$ cat config.mk
export PLATFORM = sky130hd
export DESIGN_NAME = sgc_frontend
export DESIGN_NICKNAME = d
export VERILOG_FILES = /design/src/rtl/sgc_pkg.sv /design/src/rtl/sgc_sync.sv /design/src/rtl/sgc_rx.sv /design/src/rtl/sgc_gain_map.sv /design/src/rtl/sgc_frontend.sv
export SDC_FILE = /design/constraint.sdc
export NUM_CORES = 1
export LEC_CHECK = 0
export ABC_CLOCK_PERIOD_IN_PS = 3600
export BUFFER_PORTS_ARGS = -buffer_cell sky130_fd_sc_hd__buf_2
export CAP_MARGIN = 20
export CORE_MARGIN = 2
export CORE_UTILIZATION = 60
export CTS_BUF_LIST = sky130_fd_sc_hd__clkbuf_8
export DETAILED_ROUTE_END_ITERATION = 6
export HOLD_SLACK_MARGIN = 0.08
export PLACE_DENSITY = 0.85
export SYNTH_ARGS = -nofsm -noshare
export SYNTH_HDL_FRONTEND = slang
export SYNTH_SLANG_ARGS = --single-unit
$ cat constraint.sdc
create_clock -name clk -period 3.6 [get_ports clk]
set_clock_uncertainty 0.05 [all_clocks]
set_input_delay 0 -clock clk [delete_from_list [all_inputs] [get_ports clk]]
set_output_delay 0 -clock clk [all_outputs]
set_load 0.01 [all_outputs]
$ cat src/rtl/sgc_pkg.sv
`timescale 1ns/1ps
package sgc_pkg;

   typedef enum logic {
      RX_IDLE   = 1'b0,
      RX_ACTIVE = 1'b1
   } rx_state_e;

   // Linear gain in fixed point, rounded to nearest:
   // ((slope*code + offset) / 1000) scaled by 2^frac_w.
   function automatic logic [63:0] lin_gain_q(
      input logic [63:0] code,
      input int          slope_milli,
      input int          offset_milli,
      input int          frac_w
   );
      logic [63:0] num;
      num = (code * 64'(slope_milli) + 64'(offset_milli)) << frac_w;
      return (num + 64'd500) / 64'd1000;
   endfunction

endpackage

$ cat src/rtl/sgc_sync.sv
`timescale 1ns/1ps
module sgc_sync #(
   parameter int             W       = 1,
   parameter int             STAGES  = 2,
   parameter logic [W-1:0]   RST_VAL = '0
) (
   input  logic          clk,
   input  logic          rst,
   input  logic [W-1:0]  d,
   output logic [W-1:0]  q
);

   if (STAGES < 2) begin : g_bad_stages
      $error("sgc_sync: STAGES must be at least 2");
   end
   if (W < 1) begin : g_bad_w
      $error("sgc_sync: W must be at least 1");
   end

   logic [W-1:0] stage_q [STAGES];

   for (genvar s = 0; s < STAGES; s++) begin : g_stage
      if (s == 0) begin : g_first
         always_ff @(posedge clk) begin
            if (rst) stage_q[0] <= RST_VAL;
            else     stage_q[0] <= d;
         end
      end else begin : g_next
         always_ff @(posedge clk) begin
            if (rst) stage_q[s] <= RST_VAL;
            else     stage_q[s] <= stage_q[s-1];
         end
      end
   end

   assign q = stage_q[STAGES-1];

endmodule

$ cat src/rtl/sgc_rx.sv
`timescale 1ns/1ps
module sgc_rx #(
   parameter int CODE_W = 8,
   parameter int CNT_W  = 4
) (
   input  logic              clk,
   input  logic              rst,
   input  logic              en_n_s,
   input  logic              sclk_s,
   input  logic              sdat_s,
   output logic [CODE_W-1:0] code_q,
   output logic              active,
   output logic [CNT_W-1:0]  bits_q,
   output logic [CODE_W-1:0] shreg_q
);
   import sgc_pkg::*;

   localparam logic [CNT_W-1:0] FULL  = CNT_W'(CODE_W);
   localparam logic [CNT_W-1:0] LIMIT = CNT_W'(CODE_W + 1);

   if ((1 << CNT_W) <= CODE_W + 1) begin : g_bad_cnt
      $error("sgc_rx: CNT_W too narrow for CODE_W + 1");
   end
   if (CODE_W < 2) begin : g_bad_code
      $error("sgc_rx: CODE_W must be at least 2");
   end

   rx_state_e st_q;
   logic      en_prev_q;
   logic      sclk_prev_q;
   logic      en_fall;
   logic      en_rise;
   logic      sclk_fall;

   always_comb begin
      en_fall   = en_prev_q & ~en_n_s;
      en_rise   = ~en_prev_q & en_n_s;
      sclk_fall = sclk_prev_q & ~sclk_s;
   end

   always_ff @(posedge clk) begin
      if (rst) begin
         en_prev_q   <= 1'b1;
         sclk_prev_q <= 1'b0;
         st_q        <= RX_IDLE;
         bits_q      <= '0;
         shreg_q     <= '0;
         code_q      <= '0;
      end else begin
         en_prev_q   <= en_n_s;
         sclk_prev_q <= sclk_s;
         case (st_q)
            RX_IDLE: begin
               if (en_fall) begin
                  st_q   <= RX_ACTIVE;
                  bits_q <= '0;
               end
            end
            RX_ACTIVE: begin
               if (sclk_fall) begin
                  shreg_q <= {shreg_q[CODE_W-2:0], sdat_s};
                  if (bits_q != LIMIT) bits_q <= bits_q + 1'b1;
               end
               if (en_rise) begin
                  st_q <= RX_IDLE;
                  if (bits_q == FULL) code_q <= shreg_q;
               end
            end
            default: st_q <= RX_IDLE;
         endcase
      end
   end

   assign active = (st_q == RX_ACTIVE);

endmodule

$ cat src/rtl/sgc_gain_map.sv
`timescale 1ns/1ps
module sgc_gain_map #(
   parameter int CODE_W       = 8,
   parameter int FRAC_W       = 10,
   parameter int GAIN_W       = 15,
   parameter int SLOPE_MILLI  = 77,
   parameter int OFFSET_MILLI = 316,
   parameter bit USE_TABLE    = 1'b1
) (
   input  logic [CODE_W-1:0] code,
   output logic [GAIN_W-1:0] gain_q
);

   if (USE_TABLE) begin : g_table
      localparam int N = 1 << CODE_W;
      if (CODE_W > 10) begin : g_bad_table
         $error("sgc_gain_map: table variant limited to CODE_W <= 10");
      end
      logic [GAIN_W-1:0] tbl [N];
      for (genvar k = 0; k < N; k++) begin : g_ent
         assign tbl[k] = GAIN_W'(sgc_pkg::lin_gain_q(64'(k), SLOPE_MILLI,
                                                     OFFSET_MILLI, FRAC_W));
      end
      assign gain_q = tbl[code];
   end else begin : g_arith
      always_comb begin
         gain_q = GAIN_W'(sgc_pkg::lin_gain_q(64'(code), SLOPE_MILLI,
                                              OFFSET_MILLI, FRAC_W));
      end
   end

endmodule

$ cat src/rtl/sgc_frontend.sv
`timescale 1ns/1ps
module sgc_frontend #(
   parameter int CODE_W        = 8,
   parameter int FRAC_W        = 10,
   parameter int GAIN_W        = 15,
   parameter int SYNC_STAGES   = 2,
   parameter int SLOPE_MILLI   = 77,
   parameter int OFFSET_MILLI  = 316,
   parameter bit USE_TABLE     = 1'b1,
   parameter bit PD_REARM_SYNC = 1'b0
) (
   input  logic              clk,
   input  logic              rst,
   input  logic              ser_en_n,
   input  logic              ser_clk,
   input  logic              ser_dat,
   input  logic              pwr_dn_n,
   output logic [CODE_W-1:0] gain_code,
   output logic [GAIN_W-1:0] gain_lin,
   output logic              out_en
);

   localparam int          CNT_W = $clog2(CODE_W + 2);
   localparam logic [63:0] MAX_Q = sgc_pkg::lin_gain_q((64'd1 << CODE_W) - 64'd1,
                                       SLOPE_MILLI, OFFSET_MILLI, FRAC_W);

   if (MAX_Q >= (64'd1 << GAIN_W)) begin : g_bad_gain_w
      $error("sgc_frontend: GAIN_W cannot hold the largest gain value");
   end
   if (FRAC_W < 0 || FRAC_W > 24) begin : g_bad_frac
      $error("sgc_frontend: FRAC_W out of range");
   end

   logic [2:0]        ser_s;
   logic              rx_active;
   logic [CNT_W-1:0]  rx_bits;
   logic [CODE_W-1:0] rx_shreg;

   sgc_sync #(
      .W       (3),
      .STAGES  (SYNC_STAGES),
      .RST_VAL (3'b100)
   ) u_ser_sync (
      .clk (clk),
      .rst (rst),
      .d   ({ser_en_n, ser_clk, ser_dat}),
      .q   (ser_s)
   );

   sgc_rx #(
      .CODE_W (CODE_W),
      .CNT_W  (CNT_W)
   ) u_rx (
      .clk     (clk),
      .rst     (rst),
      .en_n_s  (ser_s[2]),
      .sclk_s  (ser_s[1]),
      .sdat_s  (ser_s[0]),
      .code_q  (gain_code),
      .active  (rx_active),
      .bits_q  (rx_bits),
      .shreg_q (rx_shreg)
   );

   sgc_gain_map #(
      .CODE_W       (CODE_W),
      .FRAC_W       (FRAC_W),
      .GAIN_W       (GAIN_W),
      .SLOPE_MILLI  (SLOPE_MILLI),
      .OFFSET_MILLI (OFFSET_MILLI),
      .USE_TABLE    (USE_TABLE)
   ) u_map (
      .code   (gain_code),
      .gain_q (gain_lin)
   );

   // Blanking is always immediate; the variant only changes re-enable.
   if (PD_REARM_SYNC) begin : g_pd_sync
      logic pd_s;
      sgc_sync #(
         .W       (1),
         .STAGES  (SYNC_STAGES),
         .RST_VAL (1'b1)
      ) u_pd_sync (
         .clk (clk),
         .rst (rst),
         .d   (pwr_dn_n),
         .q   (pd_s)
      );
      assign out_en = pwr_dn_n & pd_s;
   end else begin : g_pd_async
      assign out_en = pwr_dn_n;
   end

endmodule

Yosys cells after proc, flatten, opt, wreduce, memory -nomap -nowiden. Memories as Yosys holds them, arrays and structs flattened. Index checks and enable logic that the tools add are counted.

Add/subtract/negate cells: 1. Magnitude comparators: 1. Equality and inequality tests: 5. Multiplexer cells: 14. Bitwise operators: 10. Reductions and logical operators: 3.

Operators by type and width (number): $mux 15 (2); $mux 4 (3); $ge 9x9->1 const B (1); $not 8->9 (1); $pmux 4 s2 (1); $mux 3 (2); $reduce_and 3->1 (2); $mux 1 (5); $add 4x1->4 const B (1); $eq 4x4->1 const B (1); $ne 2x2->1 const B (2); $ne 4x4->1 const B (1); $not 1->1 (4); $and 1x1->1 (3); $ne 2x1->1 const B (1); $or 1x1->1 (2); $pmux 1 s2 (1); $reduce_and 2->1 (1).

Flip-flop bits (word level): 23. Memory bits (writable): 6. ROM bits: 3840. Bits of input ports: 6. Output and inout port bits: 24. Logic and storage cells: 42. Memories: 2.

Memories: (name not given) (words 256, width 15, read ports 1, clocked after memory_dff 0, wr ports 0, line sgc_gain_map.sv:24) `assign gain_q = tbl[code];`; u_ser_sync.stage_q (words 2, width 3, read ports 2, clocked after memory_dff 0, wr ports 2, line sgc_sync.sv:20) `logic [W-1:0] stage_q [STAGES];`.

Longest topological paths before layout. An unclocked memory read counts as a cell.

Word-level depth: 5. Mapped depth: 11. Mapped depth without buffers: 8.

Cells and area by module. From an unflattened synthesis, not the netlist that was laid out.

Cells, all modules: 762. Area, all modules: 4895.9 µm².

Modules (own cells, without submodules): sgc_gain_map (times used 1, cells each 645, area each 3791.1 µm², sequential area each 0.0 µm²); sgc_rx (times used 1, cells each 104, area each 939.7 µm², sequential area each 460.4 µm²); sgc_sync (times used 1, cells each 12, area each 157.7 µm², sequential area each 120.1 µm²); sgc_frontend (times used 1, cells each 1, area each 7.5 µm², sequential area each 0.0 µm²).

Least setup slack after synthesis. OpenSTA, ideal clock, no wires.

Kind: register to output. From: reg u_rx.code_q[0]. To: out gain_lin[4]. Data arrival time: 2.491 ns. Data required time: 3.550 ns. Slack: 1.059 ns. Stages on the path, launching flop included: 11. Buffers on the path: 3. Cells stage by stage: dfxtp_1 > buf_2 > inv_1 > ha_1 > buf_6 > buf_2 > nand2b_1 > o22ai_1 > a221oi_1 > o22ai_1 > a311oi_1.

Cells in the longest elaborated chain, start to end: 4.

Ends and longest elaborated chain: start: declaration (line sgc_rx.sv:11) `output logic [CODE_W-1:0] code_q,`; start signal: assignment (line sgc_rx.sv:66) `if (bits_q == FULL) code_q <= shreg_q;`; $not 8->9 (implied by the code) (line sgc_gain_map.sv:24); $mem_v2 256x15; $mux 15 (implied by the code) (2 in a row) (line sgc_gain_map.sv:24); end: declaration (line sgc_frontend.sv:19) `output logic [GAIN_W-1:0] gain_lin,`.

Every way passes these cells. The select of a mux whose other input is x is not followed.

Worst setup path in the final report.
From: reg u_rx.code_q[1]. To: out gain_lin[2].

Same word-level chain as after synthesis.

==> metrics.yaml <==
portBuffers: 27
top_usage_layer: "met2"
timing.rr.start: "u_rx.active$_SDFF_PP0_"
max-slew-margin-rel: 0.160
min_path_cells: 2
drive_above_1_share: 0.108
fillers: 767
power_density_mw_per_mm2: 124
path_class: "reg2out"
r2r_end: "u_rx.bits_q[3]$_SDFFE_PP0P_"
worstPathArrival_ps: 3060
grt.met3_usage: 0.0766
cp_max_fo: 33
synthArstFlopShare: 0
worstMarginPinSlew_ps: 1260
power_mw: 0.649
drc_errors: 4
routed-via-count: 6456
hold_violations: 0
syn_to_final_growth_pct: 1.60
grt_pass1_wl_um: 30600
routed_wl_um: 19500
finalSetupViolCount: 0
failed_checks: "DRC"
final_antenna_net_count: 0
max_cap_violations: 0
rsz0062_at_grt: "false"
clock-sinks: 29
crit_required_ps: 3550
cp-start-kind: "flip-flop"
cp-startpoint: "u_rx.code_q[1]$_SDFFE_PP0P_"
track_usage: 0.392
hp-class: "in2reg"
drtPass1Iterations: 7
synth_edf_count: 0
seq_area_frac_synth: 0.113
multi_input_area_mm2: 0.00400
cts_buffer_depth: 2
coreArea_mm2: 0.00826
n_antenna_cell: 0
vias_per_cell: 7.66
synth_cell_types: 72
dpl_cell_area_mm2: 0.00509
initial_utilization: 0.624
die_area_mm2: 0.00935
drv_slew: 0
r2r_cells: 6
ys_seq_elements: 29
clk_latency_ps: 290
ir_worst_vdd_v: 0.000213
synthFlopType: "dfxtp_1"
first_global_vias: 5781
fin_nets: 761
cts_tree: "yes"
cts_resized: 0
avgSynthCellArea_um2: 6.69
syn_nets: 794
clk_pin_slew_ps: 70
cts_max_level: 2
drt-initial-drc-count: 1149
clockRootBuffer: "clkbuf_8"
status: "finished with violations"
grt_util_met1: 0.533
p_leak_nw: 1.91
place_congestion: 1.06
grt_max_degree: 125
period_needed_ps: 3110
die_w_um: 96.7
row_count: 33
cts_buffers: 5
die_h_um: 96.7
period_share: 0.863
antenna_found_initial: 0
syn-cell-area_mm2: 0.00515
reg2reg_slack_ps: 1550
finalSetupTns_ps: 0
hpwl_um: 12800
crit_end: "gain_lin[2]"
final_area_mm2: 0.00524
fmax_ghz: 0.322
ioPinCount: 30
overflow: 0
met2_usage: 0.580
syn_inst: 770
synth_warnings: 0
end_kind: "output port"
register_area_um2: 592
wl_per_cell_um: 23.1
Yosys cell counts, types with 7 or more instances:
master	number	area, µm²
buf_4	14	105
nor2_1	75	282
a211oi_1	18	135
dfxtp_1	29	581
nand2b_1	25	156
a221oi_1	7	61.3
inv_1	13	48.8
buf_6	9	101
nand3_1	24	120
o221ai_1	10	87.6
a31oi_1	13	81.3
buf_2	39	195
o211ai_1	20	150
o21ai_0	62	310
o31ai_1	10	75.1
nand2_1	59	221
o21ai_1	7	35.0
clkbuf_1	28	105
a311oi_1	12	105
ha_1	18	225
nor2b_1	26	163
nor3_1	13	65.1
and2_1	11	68.8
o22ai_1	21	131
o311ai_0	8	70.1
mux2i_1	28	280
a21oi_1	69	345
registers in the layout (all words and copies together) (netlist names):
register / count
u_rx.en_prev_q: 1
u_rx.code_q: 8
u_ser_sync.stage_q: 6
u_rx.bits_q: 4
u_rx.shreg_q: 8
u_rx.sclk_prev_q: 1
u_rx.active: 1
metrics by stage:
step / hold slack [ps] / instances / utilization / setup slack [ps]
2_1_floorplan: 41.8 / 770 / - / 1060
3_3_place_gp: -49.9 / 831 / 0.617 / 921
3_5_place_dp: -49.9 / 831 / 0.617 / 934
4_1_cts: 106 / 843 / 0.634 / 619
5_1_grt: 139 / 843 / 0.634 / 394
6_report: 113 / 843 / 0.634 / 492
cell usage in the layout (no fill, tap or decap), types with 10 or more instances in the layout:
cell,synthesis,final
nand3_1,24,24
inv_1,13,13
o22ai_1,21,21
dfxtp_1,29,24
o31ai_1,10,10
a211oi_1,18,18
buf_2,39,27
nor2_1,75,75
a21oi_1,69,69
mux2i_1,28,28
a31oi_1,13,13
o221ai_1,10,10
ha_1,18,18
a311oi_1,12,12
o211ai_1,20,20
o21ai_0,62,62
and2_1,11,11
nor3_1,13,13
nand2_1,59,59
nand2b_1,25,25
nor2b_1,26,26
buf_4,14,22
worst max-delay path, stage by stage (launching register included):
cell and delay [ps]:
dfxtp_1 330, buf_4 380, ha_1 710, mux2i_1 270, o32ai_1 190, a211oi_1 100, a2111oi_2 350, a31oi_1 80
a32o_1 210, buf_2 130
how the worst min path moves through the flow:
stage | from | to
after floorplan | pwr_dn_n | out_en
after global placement | pwr_dn_n | out_en
after detailed placement | pwr_dn_n | out_en
after CTS | rst | u_rx.shreg_q[5]$_SDFFE_PP0P_
after global routing | rst | u_rx.shreg_q[0]$_SDFFE_PP0P_
final | rst | u_rx.shreg_q[5]$_SDFFE_PP0P_
cells by family (layout without fill, tap and decap cells):
logic type / Yosys count / count (layout) / share of synthesized area
AOI/OAI and AO/OA: 307 / 307 / 0.394
xor gates and xnor gates: 9 / 9 / 0.0153
adders and majority gates: 19 / 19 / 0.0456
buffers and inverters: 109 / 77 / 0.112
DFF: 29 / 29 / 0.113
muxes: 32 / 32 / 0.0675
and+or+nand+nor: 265 / 265 / 0.253
repair_timing:
action | in CTS | in global routing
buffers inserted | 0 | 0
endpoints found under the setup margin | 0 | 0
hold buffers | 4 | 0
hold endpoints to repair | 4 | 0
cell type report:
class	count	share of cell area
Tap cell	105	0.0251
Clock inverter	1	0.000956
Inverter	15	0.0108
Sequential cell	29	0.113
Clock buffer	7	0.0184
Multi-Input combinational cell	632	0.763
Timing Repair Buffer	54	0.0688
metal layers:
metal | vias to the layer above | part of all wire
li1 | 2810 | -
met5 | - | 0
met1 | 2891 | 0.38
met2 | 615 | 0.42
met3 | 140 | 0.14
met4 | 0 | 0.064
power breakdown:
| group | switching [mW] | internal, mW | total, mW | leakage (nW) |
|---|---|---|---|---|
| logic | 0.00942 | 0.00785 | 0.0173 | 1.62 |
| clock network | 0.133 | 0.173 | 0.306 | 0.0542 |
| registers | 0.00216 | 0.324 | 0.326 | 0.238 |
No activity file was read; power rests on OpenSTA's default activity.
